### config.mk
export PLATFORM = sky130hd
export DESIGN_NAME = steered_watchdog
export DESIGN_NICKNAME = d
export VERILOG_FILES = /design/src/rtl/wdt_pkg.sv /design/src/rtl/wdt_cfg_reg.sv /design/src/rtl/wdt_interval.sv /design/src/rtl/wdt_counter.sv /design/src/rtl/steered_watchdog.sv
export SDC_FILE = /design/constraint.sdc
export NUM_CORES = 1
export LEC_CHECK = 0
export BUFFER_PORTS_ARGS = -buffer_cell sky130_fd_sc_hd__buf_2
export CORE_MARGIN = 10
export CORE_UTILIZATION = 35
export CTS_CLUSTER_DIAMETER = 100
export DETAILED_ROUTE_END_ITERATION = 10
export SLEW_MARGIN = 0
export SYNTH_ARGS = -nofsm -noshare
export SYNTH_HDL_FRONTEND = slang
export SYNTH_SLANG_ARGS = --single-unit
### constraint.sdc
create_clock -name clk -period 4.4 [get_ports clk]
set_clock_uncertainty 0.2 [all_clocks]
set_input_delay 0.66 -clock clk [delete_from_list [all_inputs] [get_ports clk]]
set_output_delay 0.66 -clock clk [all_outputs]
set_load 0.02 [all_outputs]
### src/rtl/wdt_pkg.sv
package wdt_pkg;
    typedef enum logic [1:0] {
        WD_OFF      = 2'd0,
        WD_COUNT    = 2'd1,
        WD_EXPIRED  = 2'd2
    } wd_state_e;
endpackage

### src/rtl/wdt_cfg_reg.sv
module wdt_cfg_reg #(
    parameter int REG_W = 8
) (
    input  logic             clk,
    input  logic             rst_n,
    input  logic             we,
    input  logic [REG_W-1:0] wdata,
    input  logic             clr,
    output logic [REG_W-1:0] q
);
    always_ff @(posedge clk) begin
        if (!rst_n)   q <= '0;
        else if (we)  q <= wdata;
        else if (clr) q <= '0;
    end
endmodule

### src/rtl/wdt_interval.sv
module wdt_interval #(
    parameter int MULT_W = 5,
    parameter int RES_W  = 2,
    parameter int CNT_W  = 11
) (
    input  logic [MULT_W-1:0] mult,
    input  logic [RES_W-1:0]  res,
    output logic [CNT_W-1:0]  ticks
);
    // Resolution step is a factor of four: shift by twice the code.
    always_comb begin
        ticks = CNT_W'(mult) << {res, 1'b0};
    end
endmodule

### src/rtl/wdt_counter.sv
module wdt_counter #(
    parameter int CNT_W = 11
) (
    input  logic             clk,
    input  logic             rst_n,
    input  logic             load,
    input  logic [CNT_W-1:0] load_val,
    input  logic             dec,
    output logic             last
);
    logic [CNT_W-1:0] cnt_q;

    always_ff @(posedge clk) begin
        if (!rst_n)    cnt_q <= '0;
        else if (load) cnt_q <= load_val;
        else if (dec)  cnt_q <= cnt_q - CNT_W'(1);
    end

    assign last = (cnt_q == CNT_W'(1));
endmodule

### src/rtl/steered_watchdog.sv
module steered_watchdog
    import wdt_pkg::*;
#(
    parameter int MULT_W = 5,
    parameter int RES_W  = 2
) (
    input  logic                       clk,
    input  logic                       rst_n,
    input  logic                       tick_i,
    input  logic                       wd_we_i,
    input  logic [MULT_W+RES_W:0]      wd_wdata_i,
    input  logic                       flags_rd_i,
    output logic [MULT_W+RES_W:0]      wd_reg_o,
    output logic                       wd_flag_o,
    output logic                       rst_req_o,
    output logic                       irq_o,
    output logic                       aux_clr_o
);
    localparam int REG_W   = MULT_W + RES_W + 1;
    localparam int STEER_B = REG_W - 1;
    localparam int CNT_W   = MULT_W + 2 * ((1 << RES_W) - 1);

    wd_state_e        state_q, state_d;
    logic             restart, expire, cnt_last;
    logic [REG_W-1:0] src_byte;
    logic [CNT_W-1:0] load_ticks;
    logic             flag_q, rst_q, irq_q;

    assign restart  = wd_we_i | flags_rd_i;
    // A write in the same cycle as a read supplies the value loaded.
    assign src_byte = wd_we_i ? wd_wdata_i : wd_reg_o;
    assign expire   = (state_q == WD_COUNT) && tick_i && cnt_last && !restart;

    wdt_cfg_reg #(.REG_W(REG_W)) u_cfg (
        .clk   (clk),
        .rst_n (rst_n),
        .we    (wd_we_i),
        .wdata (wd_wdata_i),
        .clr   (expire && wd_reg_o[STEER_B]),
        .q     (wd_reg_o)
    );

    wdt_interval #(.MULT_W(MULT_W), .RES_W(RES_W), .CNT_W(CNT_W)) u_ivl (
        .mult  (src_byte[RES_W +: MULT_W]),
        .res   (src_byte[RES_W-1:0]),
        .ticks (load_ticks)
    );

    wdt_counter #(.CNT_W(CNT_W)) u_cnt (
        .clk      (clk),
        .rst_n    (rst_n),
        .load     (restart),
        .load_val (load_ticks),
        .dec      ((state_q == WD_COUNT) && tick_i && !restart),
        .last     (cnt_last)
    );

    // Next-state logic.
    always_comb begin
        state_d = state_q;
        if (restart) begin
            state_d = (load_ticks == '0) ? WD_OFF : WD_COUNT;
        end else begin
            unique case (state_q)
                WD_OFF:     state_d = WD_OFF;
                WD_COUNT:   state_d = expire ? WD_EXPIRED : WD_COUNT;
                WD_EXPIRED: state_d = WD_EXPIRED;
                default:    state_d = WD_OFF;
            endcase
        end
    end

    // State register.
    always_ff @(posedge clk) begin
        if (!rst_n) state_q <= WD_OFF;
        else        state_q <= state_d;
    end

    // Registered outputs.
    always_ff @(posedge clk) begin
        if (!rst_n) begin
            flag_q <= 1'b0;
            rst_q  <= 1'b0;
            irq_q  <= 1'b0;
        end else begin
            rst_q <= expire &&  wd_reg_o[STEER_B];
            irq_q <= expire && !wd_reg_o[STEER_B];
            if (restart)     flag_q <= 1'b0;
            else if (expire) flag_q <= 1'b1;
        end
    end

    assign wd_flag_o = flag_q;
    assign rst_req_o = rst_q;
    assign aux_clr_o = rst_q;
    assign irq_o     = irq_q;
endmodule

Word-level counts from Yosys, hierarchy flattened
Cells that the tools add are included.
{"block": "op_classes", "addsub": 1, "eq_ne": 3, "shift": 1, "mux": 9, "bitwise_logic": 2, "n_reduce_logical": 12}
{"operator": "2-to-1 mux 11 bit", "count": 2}
{"operator": "2-to-1 mux 8 bit", "count": 2}
{"operator": "equality test 11 x 1 -> 1 bit, second input constant", "count": 1}
{"operator": "logical NOT 11 bit", "count": 1}
{"operator": "left shift 5 x 3 -> 11 bit", "count": 1}
{"operator": "subtractor 11 x 1 -> 11 bit, second input constant", "count": 1}
{"operator": "2-to-1 mux 7 bit", "count": 1}
{"operator": "logical AND 1 bit", "count": 6}
{"operator": "2-to-1 mux 2 bit", "count": 2}
{"operator": "one-hot mux 2 bit (2 select lines)", "count": 1}
{"operator": "nonzero test 2 bit", "count": 2}
{"operator": "equality test 2 x 1 -> 1 bit, second input constant", "count": 1}
{"operator": "equality test 2 bit, second input constant", "count": 1}
{"operator": "logical NOT 1 bit", "count": 2}
{"operator": "OR reduction 2 bit", "count": 1}
{"operator": "2-to-1 mux 1 bit", "count": 1}
{"operator": "inverter 1 bit", "count": 1}
{"operator": "OR 1 bit", "count": 1}
{"block": "word_totals", "ff_bits": 24, "out_inout_bits": 12, "wordCells": 34}

Logic depth before layout (Yosys ltp)
{"block": "logic_depth", "ltp_word": 7, "depth_mapped": 7, "ltp_nobuf": 7}

By module
A second synthesis with hierarchy kept.
{"block": "unflattened", "cells_unflattened": 160, "hier_area_um2": 1508.9}
{"mod": "wdt_counter", "instances": 1, "cells_per_inst": 72, "area_per_inst_um2": 641.9}
{"mod": "wdt_cfg_reg", "instances": 1, "cells_per_inst": 35, "area_per_inst_um2": 382.9}
{"mod": "steered_watchdog", "instances": 1, "cells_per_inst": 34, "area_per_inst_um2": 349.1}
{"mod": "wdt_interval", "instances": 1, "cells_per_inst": 19, "area_per_inst_um2": 135.1}

Worst setup path after synthesis
No wires, ideal clock.
{"block": "synth_path", "path_type": "input port to flip-flop", "startpoint": "in wd_we_i", "endpoint": "reg state_q[0]", "t_arrival_ps": 1938, "slack_ps": 2132, "path_stages": 6, "cell_sequence": "buf_2 > buf_2 > mux2i_1 > nand2_1 > o32ai_1 > a31oi_1"}
{"block": "synth_between", "elab_chain_len": 6, "elab_cells_between_ends": 10}
{"item": "start: declaration", "line": "steered_watchdog.sv:10", "rtl": "input logic wd_we_i,"}
{"item": "parallel branches: the longest is 5 deep, another holds left shift 5 x 3 -> 11 bit"}
{"item": "2-to-1 mux 2 bit (*)", "line": "steered_watchdog.sv:61", "rtl": "if (restart) begin"}
{"item": "end signal: assignment", "line": "steered_watchdog.sv:76", "rtl": "else state_q <= state_d;"}
{"item": "end: declaration", "line": "steered_watchdog.sv:23", "rtl": "wd_state_e state_q, state_d;"}
Every way passes the cells marked *.
A chain may end at the register's enable or synchronous reset.

Worst setup path in the final report
Same ends and word-level chain as after synthesis.

==> impl_metrics.sql <==
INSERT INTO impl_metrics (metric_group, metric, value, unit) VALUES
('worst_setup_path', 'crit_path_start_kind', 'primary input', ''),
('layout', 'synthToLayoutAreaGrowth', '12.3', '%'),
('global_routing', 'gr-usage-all-layers', '10.6', '%'),
('worst_setup_path', 'crit_path_cell_trace', 'buf_2, mux2i_1, nand2_1, o32ai_1, a31oi_1', ''),
('clocking', 'buffer_levels_on_the_longest_clock_path', '2', ''),
('clocking', 'clock_slew_at_reported_path_ffs', '80', 'ps'),
('timing', 'max_slew_margin', '38.5', '%'),
('clocking', 'post_cts_setup_buffers', '0', ''),
('clocking', 'cts_tree', 'done', ''),
('timing', 'fin_crit_sh', '59.0', '%'),
('yosys', 'post_synth_main_area_contributors', 'sky130_fd_sc_hd__dfxtp_1, sky130_fd_sc_hd__nand2_1, sky130_fd_sc_hd__mux2i_1, sky130_fd_sc_hd__nor2_1, sky130_fd_sc_hd__ha_1', ''),
('layout', 'finalNetCount', '201', ''),
('timing', 'fmax', '385', 'MHz'),
('worst_setup_path', 'timing.critical_path.required', '4340', 'ps'),
('timing', 'drv_slew', '0', ''),
('timing', 'post-route-worst-setup-slack', '1810', 'ps'),
('routing', 'route.detailed.wl_per_inst', '16.4', 'um'),
('status', 'run_status', 'completed', ''),
('yosys', 'synth.net_count', '181', ''),
('run', 'drv_cap', '0', ''),
('layout', 'fill_cells', '410', ''),
('global_routing', 'grt_start_max_net_pins', '20', ''),
('pwr', 'power.ir.vdd_worst', '0.000119', 'V'),
('placement', 'postPlaceCellArea', '1530', 'um2'),
('placement', 'post-place-cells', '227', ''),
('worst_setup_path', 'critical_path.reg2reg.startpoint', 'state_q[1]$_SDFF_PP0_', ''),
('global_routing', 'grtUsageMet2', '16.3', '%'),
('worst_setup_path', 'cp_slowest_cell', 'sky130_fd_sc_hd__mux2i_1', ''),
('yosys', 'synth_edf_count', '0', ''),
('routing', 'first_iter_violations', '126', ''),
('worst_setup_path', 'rrSetupSlack', '2090', 'ps'),
('routing', 'wirelength', '3770', 'um'),
('clocking', 'cts-buffers-inserted', '3', ''),
('routing', 'route.detailed.drc', '0', ''),
('yosys', 'proportion_of_register_bits_with_asynchronous_set_or_reset_after_synthesis', '0', '%'),
('timing', 'final_period_minus_worst_setup_slack', '2590', 'ps'),
('die', 'die_area', '6910', 'um2'),
('layout', 'post_layout_nonfiller_instances', '230', ''),
('timing', 'rsz0062_at_grt', 'false', ''),
('die', 'fp.dieW', '83.1', 'um'),
('layout', 'multi_input_comb_area', '846', 'um2'),
('routing', 'postRouteAntennaNets', '0', ''),
('yosys', 'synthCells', '164', ''),
('layout', 'layout_cell_share_with_drive_strength_beyond_1', '22.0', '%'),
('placement', 'place_worst_setup_slack', '1520', 'ps'),
('placement', 'detailedPlacementHpwl', '2920', 'um'),
('layout', 'area_of_all_placed_cells_without_fillers', '1570', 'um2'),
('worst_setup_path', 'worst_path_largest_cell_delay', '790', 'ps'),
('routing', 'drtPass1Iterations', '4', ''),
('die', 'area_of_the_placeable_core', '3740', 'um2'),
('die', 'io_pins', '25', ''),
('clocking', 'cts_root_buf', 'sky130_fd_sc_hd__clkbuf_8', ''),
('global_routing', 'initial_antenna_violation_count', '0', ''),
('global_routing', 'grt_first_pass_wirelength', '6340', 'um'),
('yosys', 'synth-seq-area-share', '34.4', '%'),
('global_routing', 'first_global_vias', '1337', ''),
('worst_setup_path', 'startpoint', 'wd_we_i', ''),
('global_routing', 'gr-usage-met3', '3.13', '%'),
('timing', 'timing_worst_slew_pin_value', '919', 'ps'),
('clocking', 'ctsResizeCount', '0', ''),
('clocking', 'h-tree-depth', '1', ''),
('layout', 'final_core_util', '41.8', '%'),
('pwr', 'power-per-cell-area', '318', 'nW/um2'),
('routing', 'vias_per_cell', '5.49', ''),
('yosys', 'synthesis.area_per_instance', '8.51', 'um2'),
('timing', 'setup_viol', '0', ''),
('worst_setup_path', 'crit_fanout', '19', ''),
('yosys', 'postSynth.topFlopCell', 'sky130_fd_sc_hd__dfxtp_1', ''),
('worst_setup_path', 'crit_path_end_kind', 'flip-flop', ''),
('placement', 'port_buffers', '24', ''),
('yosys', 'synthDominantCellAreaShare', '34.4', '%');
## synthesized netlist by cell type, drive strengths merged, types with 2 or more instances
master / count
or4: 2
a21oi: 8
a211oi: 2
o22ai: 2
buf: 6
and3: 4
nand2: 22
nor2: 18
nor3: 8
nand3: 3
xnor2: 4
dfxtp: 24
mux2: 4
o21ai: 4
o211a: 2
mux2i: 7
inv: 4
nand2b: 2
o211ai: 2
a2bb2oi: 2
clkbuf: 3
ha: 4
o221a: 2
a31oi: 3
a32oi: 2
## state kept, by name, summed over array words and instances, names as in the netlist
signal,cells
irq_o,1
u_cfg.q,8
aux_clr_o,1
state_q,2
u_cnt.cnt_q,11
wd_flag_o,1
## layout by cell type, fill, tap and decap left out, types with 2 or more instances in the layout
cell type                   count
sky130_fd_sc_hd__a31oi_1        3
sky130_fd_sc_hd__o221a_2        2
sky130_fd_sc_hd__mux2i_1        7
sky130_fd_sc_hd__nand2_2        2
sky130_fd_sc_hd__nand2b_1       2
sky130_fd_sc_hd__a211oi_1       2
sky130_fd_sc_hd__nor2_1        18
sky130_fd_sc_hd__inv_1          4
sky130_fd_sc_hd__nand2_1       20
sky130_fd_sc_hd__dfxtp_1       24
sky130_fd_sc_hd__nand3_1        3
sky130_fd_sc_hd__o211ai_1       2
sky130_fd_sc_hd__o211a_1        2
sky130_fd_sc_hd__nor3_1         7
sky130_fd_sc_hd__and3_1         3
sky130_fd_sc_hd__a2bb2oi_1      2
sky130_fd_sc_hd__o21ai_0        4
sky130_fd_sc_hd__o22ai_1        2
sky130_fd_sc_hd__ha_1           4
sky130_fd_sc_hd__a32oi_1        2
sky130_fd_sc_hd__clkbuf_8       3
sky130_fd_sc_hd__buf_2         24
sky130_fd_sc_hd__mux2_2         4
sky130_fd_sc_hd__xnor2_1        4
sky130_fd_sc_hd__a21oi_1        8
## final timing paths
path                                                 to  cells after the start
worst min-delay path             wd_flag_o$_SDFFE_PP0N_                      2
worst max-delay path              state_q[0]$_SDFF_PN0_                      5
worst min register to register   wd_flag_o$_SDFFE_PP0N_                      2
worst max register to register  u_cfg.q[1]$_SDFFE_PN0P_                      7
## cell type report
class                           count  share of cell area, %
Sequential cell                    24                   30.7
Timing Repair Buffer               24                   7.67
Clock buffer                        3                   2.64
Inverter                            5                   1.20
Multi-Input combinational cell    126                   54.0
Tap cell                           48                   3.83
## layer usage
layer | vias up | wire length (um)
met2 | 32 | 1720
li1 | 633 | -
met3 | 5 | 198
met1 | 592 | 1810
met5 | - | 0
met4 | 0 | 40
## cells by family (layout without fill, tap and decap cells)
logic type / count (synthesis) / in the layout / share of synthesized area, %
simple gates: 69 / 69 / 26.4
compound gates: 37 / 37 / 19.3
flops: 24 / 24 / 34.4
buf+inv: 14 / 32 / 4.93
mux: 11 / 11 / 8.25
xor+xnor: 5 / 5 / 3.14
fa+ha+maj: 4 / 4 / 3.59
## critical path: cells and delay by family
family / cells / cell delay, ps
buffers and inverters: 1 / 330
and+or+nand+nor: 1 / 230
AOI/OAI and AO/OA: 2 / 510
muxes: 1 / 790
## power by group
| group | switching (mW) | total [mW] | internal (mW) | leakage (nW) |
|---|---|---|---|---|
| combinational | 0.0767 | 0.127 | 0.0498 | 0.457 |
| clock | 0.0701 | 0.131 | 0.0613 | 0.0216 |
| sequential | 0.0114 | 0.240 | 0.229 | 0.197 |
## per-stage QoR
stage               hold slack [ps]  power (mW)
finish                          290       0.498
CTS                             298       0.500
detailed placement              280       0.369
global placement                271       0.366
floorplan                       284       0.341
global route                    325       0.526
Note: power is estimated with default switching activity, not from simulation.
